--- config.mk ---
export PLATFORM = sky130hd
export DESIGN_NAME = wdog_top
export DESIGN_NICKNAME = d
export VERILOG_FILES = /design/src/rtl/wdog_pkg.sv /design/src/rtl/wdog_regs.sv /design/src/rtl/wdog_counter.sv /design/src/rtl/wdog_pulse.sv /design/src/rtl/wdog_top.sv
export SDC_FILE = /design/constraint.sdc
export NUM_CORES = 1
export LEC_CHECK = 0
export BUFFER_PORTS_ARGS = -buffer_cell sky130_fd_sc_hd__buf_2
export CORE_MARGIN = 2
export CORE_UTILIZATION = 55
export DETAILED_ROUTE_END_ITERATION = 16
export GPL_ROUTABILITY_DRIVEN = 0
export PLACE_DENSITY = 0.83
export RECOVER_POWER = 25
export SKIP_LAST_GASP = 1
export SYNTH_ARGS = -nofsm -noshare
export SYNTH_HDL_FRONTEND = slang
export SYNTH_SLANG_ARGS = --single-unit
--- constraint.sdc ---
create_clock -name clk -period 4.65 [get_ports clk]
set_clock_uncertainty 0.2 [all_clocks]
set_input_delay 0.6975 -clock clk [delete_from_list [all_inputs] [get_ports clk]]
set_output_delay 0.6975 -clock clk [all_outputs]
set_load 0.005 [all_outputs]
--- src/rtl/wdog_pkg.sv ---
package wdog_pkg;
  localparam int REG_AW = 3;
  localparam int DATA_W = 32;

  localparam logic [REG_AW-1:0] A_COUNT  = 3'd0;
  localparam logic [REG_AW-1:0] A_RELOAD = 3'd1;
  localparam logic [REG_AW-1:0] A_KICK   = 3'd2;
  localparam logic [REG_AW-1:0] A_CTRL   = 3'd3;
  localparam logic [REG_AW-1:0] A_STAT   = 3'd4;
  localparam logic [REG_AW-1:0] A_CLEAR  = 3'd5;
  localparam logic [REG_AW-1:0] A_WIDTH  = 3'd6;
  localparam logic [REG_AW-1:0] A_MASK   = 3'd7;

  localparam logic [DATA_W-1:0] KICK_KEY = 32'h0000_4755;

  typedef struct packed {
    logic       boot2;
    logic [1:0] mode;
    logic       slow;
    logic       rst_en;
    logic       en;
  } ctrl_t;

  function automatic logic [DATA_W-1:0] ctrl_pack(ctrl_t c);
    return {24'd0, c.boot2, c.mode, c.slow, 2'b00, c.rst_en, c.en};
  endfunction

  function automatic ctrl_t ctrl_unpack(logic [DATA_W-1:0] d);
    ctrl_t c;
    c.en     = d[0];
    c.rst_en = d[1];
    c.slow   = d[4];
    c.mode   = d[6:5];
    c.boot2  = d[7];
    return c;
  endfunction

  function automatic logic [DATA_W-1:0] count_next(logic [DATA_W-1:0] c, logic step);
    return (step && (c != '0)) ? c - 1'b1 : c;
  endfunction

  function automatic logic [DATA_W-1:0] pulse_len(logic [DATA_W-1:0] w);
    return (w == '0) ? 32'd1 : w;
  endfunction
endpackage

--- src/rtl/wdog_regs.sv ---
module wdog_regs
  import wdog_pkg::*;
#(
  parameter int NSUB = 26,
  parameter int PW_W = 16
) (
  input  logic              clk,
  input  logic              rst_n,
  input  logic              wr_en,
  input  logic [REG_AW-1:0] addr,
  input  logic [DATA_W-1:0] wr_data,
  input  logic              expire,
  input  logic [DATA_W-1:0] cnt,
  output logic [DATA_W-1:0] rd_data,
  output ctrl_t             ctrl,
  output logic [DATA_W-1:0] reload,
  output logic [PW_W-1:0]   width,
  output logic [NSUB-1:0]   mask,
  output logic              kick_hit,
  output logic              ctrl_wr,
  output logic              timeout_flag,
  output logic              boot_cap
);
  logic sel_reload, sel_width, sel_mask, clr_hit;

  assign sel_reload = wr_en && (addr == A_RELOAD);
  assign sel_width  = wr_en && (addr == A_WIDTH);
  assign sel_mask   = wr_en && (addr == A_MASK);
  assign ctrl_wr    = wr_en && (addr == A_CTRL);
  assign kick_hit   = wr_en && (addr == A_KICK) && (wr_data == KICK_KEY);
  assign clr_hit    = wr_en && (addr == A_CLEAR) && wr_data[0];

  always_ff @(posedge clk or negedge rst_n) begin
    if (!rst_n) begin
      ctrl         <= '0;
      reload       <= '0;
      width        <= '0;
      mask         <= '1;
      timeout_flag <= 1'b0;
      boot_cap     <= 1'b0;
    end else begin
      if (sel_reload) reload <= wr_data;
      if (sel_width)  width  <= wr_data[PW_W-1:0];
      if (sel_mask)   mask   <= wr_data[NSUB-1:0];
      if (expire)     ctrl.en <= 1'b0;
      if (ctrl_wr)    ctrl   <= ctrl_unpack(wr_data);
      if (expire) begin
        timeout_flag <= 1'b1;
        boot_cap     <= ctrl.boot2;
      end else if (clr_hit) begin
        timeout_flag <= 1'b0;
        boot_cap     <= 1'b0;
      end
    end
  end

  always_comb begin
    rd_data = '0;
    case (addr)
      A_COUNT:  rd_data = cnt;
      A_RELOAD: rd_data = reload;
      A_CTRL:   rd_data = ctrl_pack(ctrl);
      A_STAT:   rd_data = {30'd0, boot_cap, timeout_flag};
      A_WIDTH:  rd_data = DATA_W'(width);
      A_MASK:   rd_data = DATA_W'(mask);
      default:  rd_data = '0;
    endcase
  end
endmodule

--- src/rtl/wdog_counter.sv ---
module wdog_counter
  import wdog_pkg::*;
#(
  parameter int TICK_DIV = 250
) (
  input  logic              clk,
  input  logic              rst_n,
  input  logic              en,
  input  logic              slow,
  input  logic              kick_hit,
  input  logic [DATA_W-1:0] reload,
  output logic [DATA_W-1:0] cnt,
  output logic              tick,
  output logic              expire
);
  localparam int PRE_W = (TICK_DIV > 2) ? $clog2(TICK_DIV) : 1;
  localparam logic [PRE_W-1:0] PRE_LAST = PRE_W'(TICK_DIV - 1);

  logic [PRE_W-1:0] pre_q;
  logic             step;

  assign tick   = (pre_q == PRE_LAST);
  assign step   = en && (slow ? tick : 1'b1);
  assign expire = en && (cnt == '0);

  always_ff @(posedge clk or negedge rst_n) begin
    if (!rst_n) begin
      pre_q <= '0;
      cnt   <= '0;
    end else begin
      pre_q <= tick ? '0 : pre_q + 1'b1;
      if (kick_hit) cnt <= reload;
      else          cnt <= count_next(cnt, step);
    end
  end
endmodule

--- src/rtl/wdog_pulse.sv ---
module wdog_pulse
  import wdog_pkg::*;
#(
  parameter int NSUB = 26,
  parameter int PW_W = 16
) (
  input  logic            clk,
  input  logic            rst_n,
  input  logic            expire,
  input  logic            rst_en,
  input  logic [1:0]      mode,
  input  logic [PW_W-1:0] width,
  input  logic [NSUB-1:0] mask,
  output logic            sys_rst,
  output logic [1:0]      rst_mode,
  output logic [NSUB-1:0] sub_rst
);
  logic [PW_W-1:0] left_q;
  logic            fire;

  assign fire    = expire && rst_en;
  assign sys_rst = (left_q != '0);

  always_ff @(posedge clk or negedge rst_n) begin
    if (!rst_n) begin
      left_q   <= '0;
      rst_mode <= '0;
    end else if (fire) begin
      left_q   <= PW_W'(pulse_len(DATA_W'(width)));
      rst_mode <= mode;
    end else if (sys_rst) begin
      left_q   <= left_q - 1'b1;
    end
  end

  for (genvar i = 0; i < NSUB; i++) begin : g_gate
    assign sub_rst[i] = sys_rst & mask[i];
  end
endmodule

--- src/rtl/wdog_top.sv ---
module wdog_top
  import wdog_pkg::*;
#(
  parameter int NSUB     = 26,
  parameter int PW_W     = 16,
  parameter int TICK_DIV = 250
) (
  input  logic              clk,
  input  logic              rst_n,
  input  logic              wr_en,
  input  logic [2:0]        addr,
  input  logic [31:0]       wr_data,
  output logic [31:0]       rd_data,
  output logic              timeout_flag,
  output logic              boot_flag,
  output logic              sys_rst,
  output logic [1:0]        rst_mode,
  output logic [NSUB-1:0]   sub_rst
);
  ctrl_t             ctrl;
  logic [DATA_W-1:0] reload, cnt;
  logic [PW_W-1:0]   width;
  logic [NSUB-1:0]   mask;
  logic              kick_hit, ctrl_wr, expire, tick;

  wdog_regs #(.NSUB(NSUB), .PW_W(PW_W)) u_regs (
    .clk(clk), .rst_n(rst_n), .wr_en(wr_en), .addr(addr), .wr_data(wr_data),
    .expire(expire), .cnt(cnt), .rd_data(rd_data), .ctrl(ctrl), .reload(reload),
    .width(width), .mask(mask), .kick_hit(kick_hit), .ctrl_wr(ctrl_wr),
    .timeout_flag(timeout_flag), .boot_cap(boot_flag)
  );

  wdog_counter #(.TICK_DIV(TICK_DIV)) u_cnt (
    .clk(clk), .rst_n(rst_n), .en(ctrl.en), .slow(ctrl.slow), .kick_hit(kick_hit),
    .reload(reload), .cnt(cnt), .tick(tick), .expire(expire)
  );

  wdog_pulse #(.NSUB(NSUB), .PW_W(PW_W)) u_pulse (
    .clk(clk), .rst_n(rst_n), .expire(expire), .rst_en(ctrl.rst_en), .mode(ctrl.mode),
    .width(width), .mask(mask), .sys_rst(sys_rst), .rst_mode(rst_mode), .sub_rst(sub_rst)
  );
endmodule

==> out/metrics.yaml <==
crit_arrival_ps: 3130
min_period_over_period_pct: 86.6
synthCells: 721
num_rows: 43
firstDrtPassIters: 5
ctsHoldBuffers: 0
cp_top_family: "simple AND/OR/NAND/NOR gates"
grt_pass1_wl_mm: 32.2
synth_top_cell_by_area: "dfrtp_1"
dp_hpwl_mm: 13.5
r2r_start: "u_cnt.cnt[0]"
fp.coreArea_sq_mm: 0.0138
initial_core_util_pct: 55.8
yosys.area.top_type_share_pct: 37.1
clock_sinks: 140
cp-end-kind: "output pin"
grt_util_all_layers_pct: 27.8
max_freq_ghz: 0.248
ctsResizeCount: 0
fin_crit_ps: 4030
synth_area_sq_mm: 0.00769
relSlewSlack_pct: -127
critPathKind: "reg -> out"
synth_nets: 764
rsz0062_at_grt: "false"
ir_drop_v: 0.000278
maxCapViolCount: 1
grt_util_met3_pct: 5.76
worstRegToRegCells: 7
tightest_slew_ps: 3410
setup_violations: 0
worstSkewPairLatency_ps: 430
routedWlPerCell_um: 19.6
cts_buffers: 17
async_reset_ff_share_pct: 100
synth-edff-count: 0
rr_endpoint: "u_pulse.left_q[8]"
crit_buf_inv: 1
postSynthAreaPerCell_sq_um: 10.7
vias: 6295
antenna_left: 0
path_cells: "or4_1 -> or4b_1 -> or3_1 -> and2_1 -> buf_2"
grt_antenna_before_repair: 0
layout.nets: 847
ios: 101
ys_ff_latch: 140
ys_seq_area_share_pct: 46.0
p_leak_uw: 0.00389
drive_above_1_share_pct: 31.7
top_usage_layer: "met2"
fin_tns_setup_ps: 0
worstPathRequired_ps: 3750
place_inst: 965
routed_wl_mm: 19.5
drtIter0Drc: 618
grt_use_met2_pct: 44.3
min_to: "u_pulse.rst_mode[1]"
final_util_pct: 64.4
htree_levels: 4
cts_root_buf: "clkbuf_16"
startpoint_type: "register"
die_y_um: 122
final_cell_area_sq_mm: 0.00886
vias_per_cell: 6.31
holdCritStartpoint: "u_pulse.rst_mode[1]"
r2r_slack_ps: 1160
critPathSlowestCell: "or3_1"
hold-path-cell-count: 1
violations: "capacitance limit, slew limit"
cpPeakStageDelay_ps: 760
num_antenna_cells: 0
drv_slew: 79
syn_to_final_growth_pct: 15.3
n_fill_cell: 1078
worstPathMaxFanout: 31
status: "finished with violations"
use_met1_pct: 37.1
tritoncts: "yes"
postCtsSetupBuffers: 0
stdcell_count: 997
cts.clk_slew.worst_paths_ps: 60
total_power_uw: 3430
die_width_um: 122
io_buffers: 100
dominantRegCellSynth: "dfrtp_1"
grt_pass1_vias: 6153
powerDensity_mw_per_mm2: 387
yosys_warnings: 0
place_area_sq_mm: 0.00830
grt_max_degree: 79
die_area_sq_mm: 0.0149
hold_violations: 0
synth_area_leaders: "dfrtp_1 (37%), mux2_2 (12%), dfstp_2 (8.9%), mux2i_1 (6.6%), nand2_1 (2.3%)"
grt_overflow: 0
drc: 0
clockBufferDepth: 2
yosysUniqueCellTypes: 60
hold_path_class: "reg -> reg"
-- synthesized netlist by cell type, types with 4 or more instances --
| cell type | instances |
|---|---|
| dfrtp_1 | 114 |
| mux2_2 | 83 |
| mux2i_1 | 51 |
| nand2_1 | 48 |
| nor2_1 | 47 |
| o21ai_0 | 31 |
| clkbuf_1 | 27 |
| and2_1 | 26 |
| dfstp_2 | 26 |
| a31oi_1 | 25 |
| or4_1 | 23 |
| o31ai_1 | 19 |
| or3_1 | 18 |
| nand3_1 | 17 |
| o22ai_1 | 14 |
| xnor2_1 | 12 |
| nor3_1 | 11 |
| nor4_1 | 10 |
| inv_1 | 8 |
| buf_1 | 7 |
| and3_1 | 6 |
| xor2_1 | 6 |
| a21oi_1 | 5 |
| and4_1 | 5 |
| ha_1 | 5 |
| nand4_1 | 5 |
| o211ai_1 | 5 |
| o21ai_1 | 5 |
| buf_2 | 4 |
| o41ai_1 | 4 |
-- placed cells by master (no fill, tap or decap), types with 19 or more instances in the layout --
cell       n
buf_2     99
mux2i_1   51
o31ai_1   19
a31oi_1   25
o21ai_0   31
and2_1    26
dfrtp_1  114
dfstp_2   26
mux2_2    83
nor2_1    46
or4_1     23
nand2_1   48
-- how the worst max path moves through the flow --
stage	from	endpoint	slack [ps]	depth (start not counted)
finish	u_pulse.left_q[4]	sub_rst[19]	620	5
global route	rst_n	u_regs.reload[1]	260	1
CTS	u_pulse.left_q[4]	sub_rst[19]	600	5
detailed placement	u_pulse.left_q[4]	sub_rst[19]	1060	5
global placement	u_pulse.left_q[4]	sub_rst[19]	1120	5
floorplan	u_pulse.left_q[4]	sub_rst[19]	1540	5
-- per-layer routing --
metal	up-vias	wire length, um
li1	2871	-
met1	3161	8590
met2	211	9290
met3	52	1020
met4	0	613
met5	-	0
-- metrics by stage --
step	setup slack [ps]	hold slack (ps)
global route	262	302
floorplan	1540	202
global placement	1120	266
detailed placement	1060	271
CTS	597	126
finish	621	282
-- logic make-up (layout without fill, tap and decap cells) --
| group | Yosys count | after routing | share of synthesized area (%) |
|---|---|---|---|
| buf+inv | 51 | 147 | 2.95 |
| mux | 137 | 137 | 19.2 |
| xor+xnor | 18 | 18 | 2.05 |
| compound gates | 122 | 122 | 10.4 |
| simple gates | 248 | 248 | 18.5 |
| fa+ha+maj | 5 | 5 | 0.814 |
| flops | 140 | 140 | 46.0 |
-- registers in the layout, indices dropped and copies added (netlist names) --
name	cells
u_cnt.cnt	32
u_regs.reload	32
u_regs.mask	26
u_pulse.left_q	16
u_regs.width	16
u_cnt.pre_q	8
u_regs.ctrl	6
u_pulse.rst_mode	2
u_regs.boot_cap	1
u_regs.timeout_flag	1
-- layout make-up --
class / instances / area, sq um / share of cell area (%)
Clock inverter: 8 / 93.8 / 1.06
Multi-Input combinational cell: 530 / 3940 / 44.4
Clock buffer: 24 / 472 / 5.32
Sequential cell: 140 / 3540 / 39.9
Tap cell: 180 / 225 / 2.54
Inverter: 8 / 30.0 / 0.339
Timing Repair Buffer: 107 / 569 / 6.42
-- where the power goes --
part	internal, uW	leakage, uW	switching (uW)
Clock	813	0.000282	493
Combinational	254	0.00202	240
Sequential	1440	0.00159	192
Total	2500	0.00389	925
(Power assumes the default switching activity.)
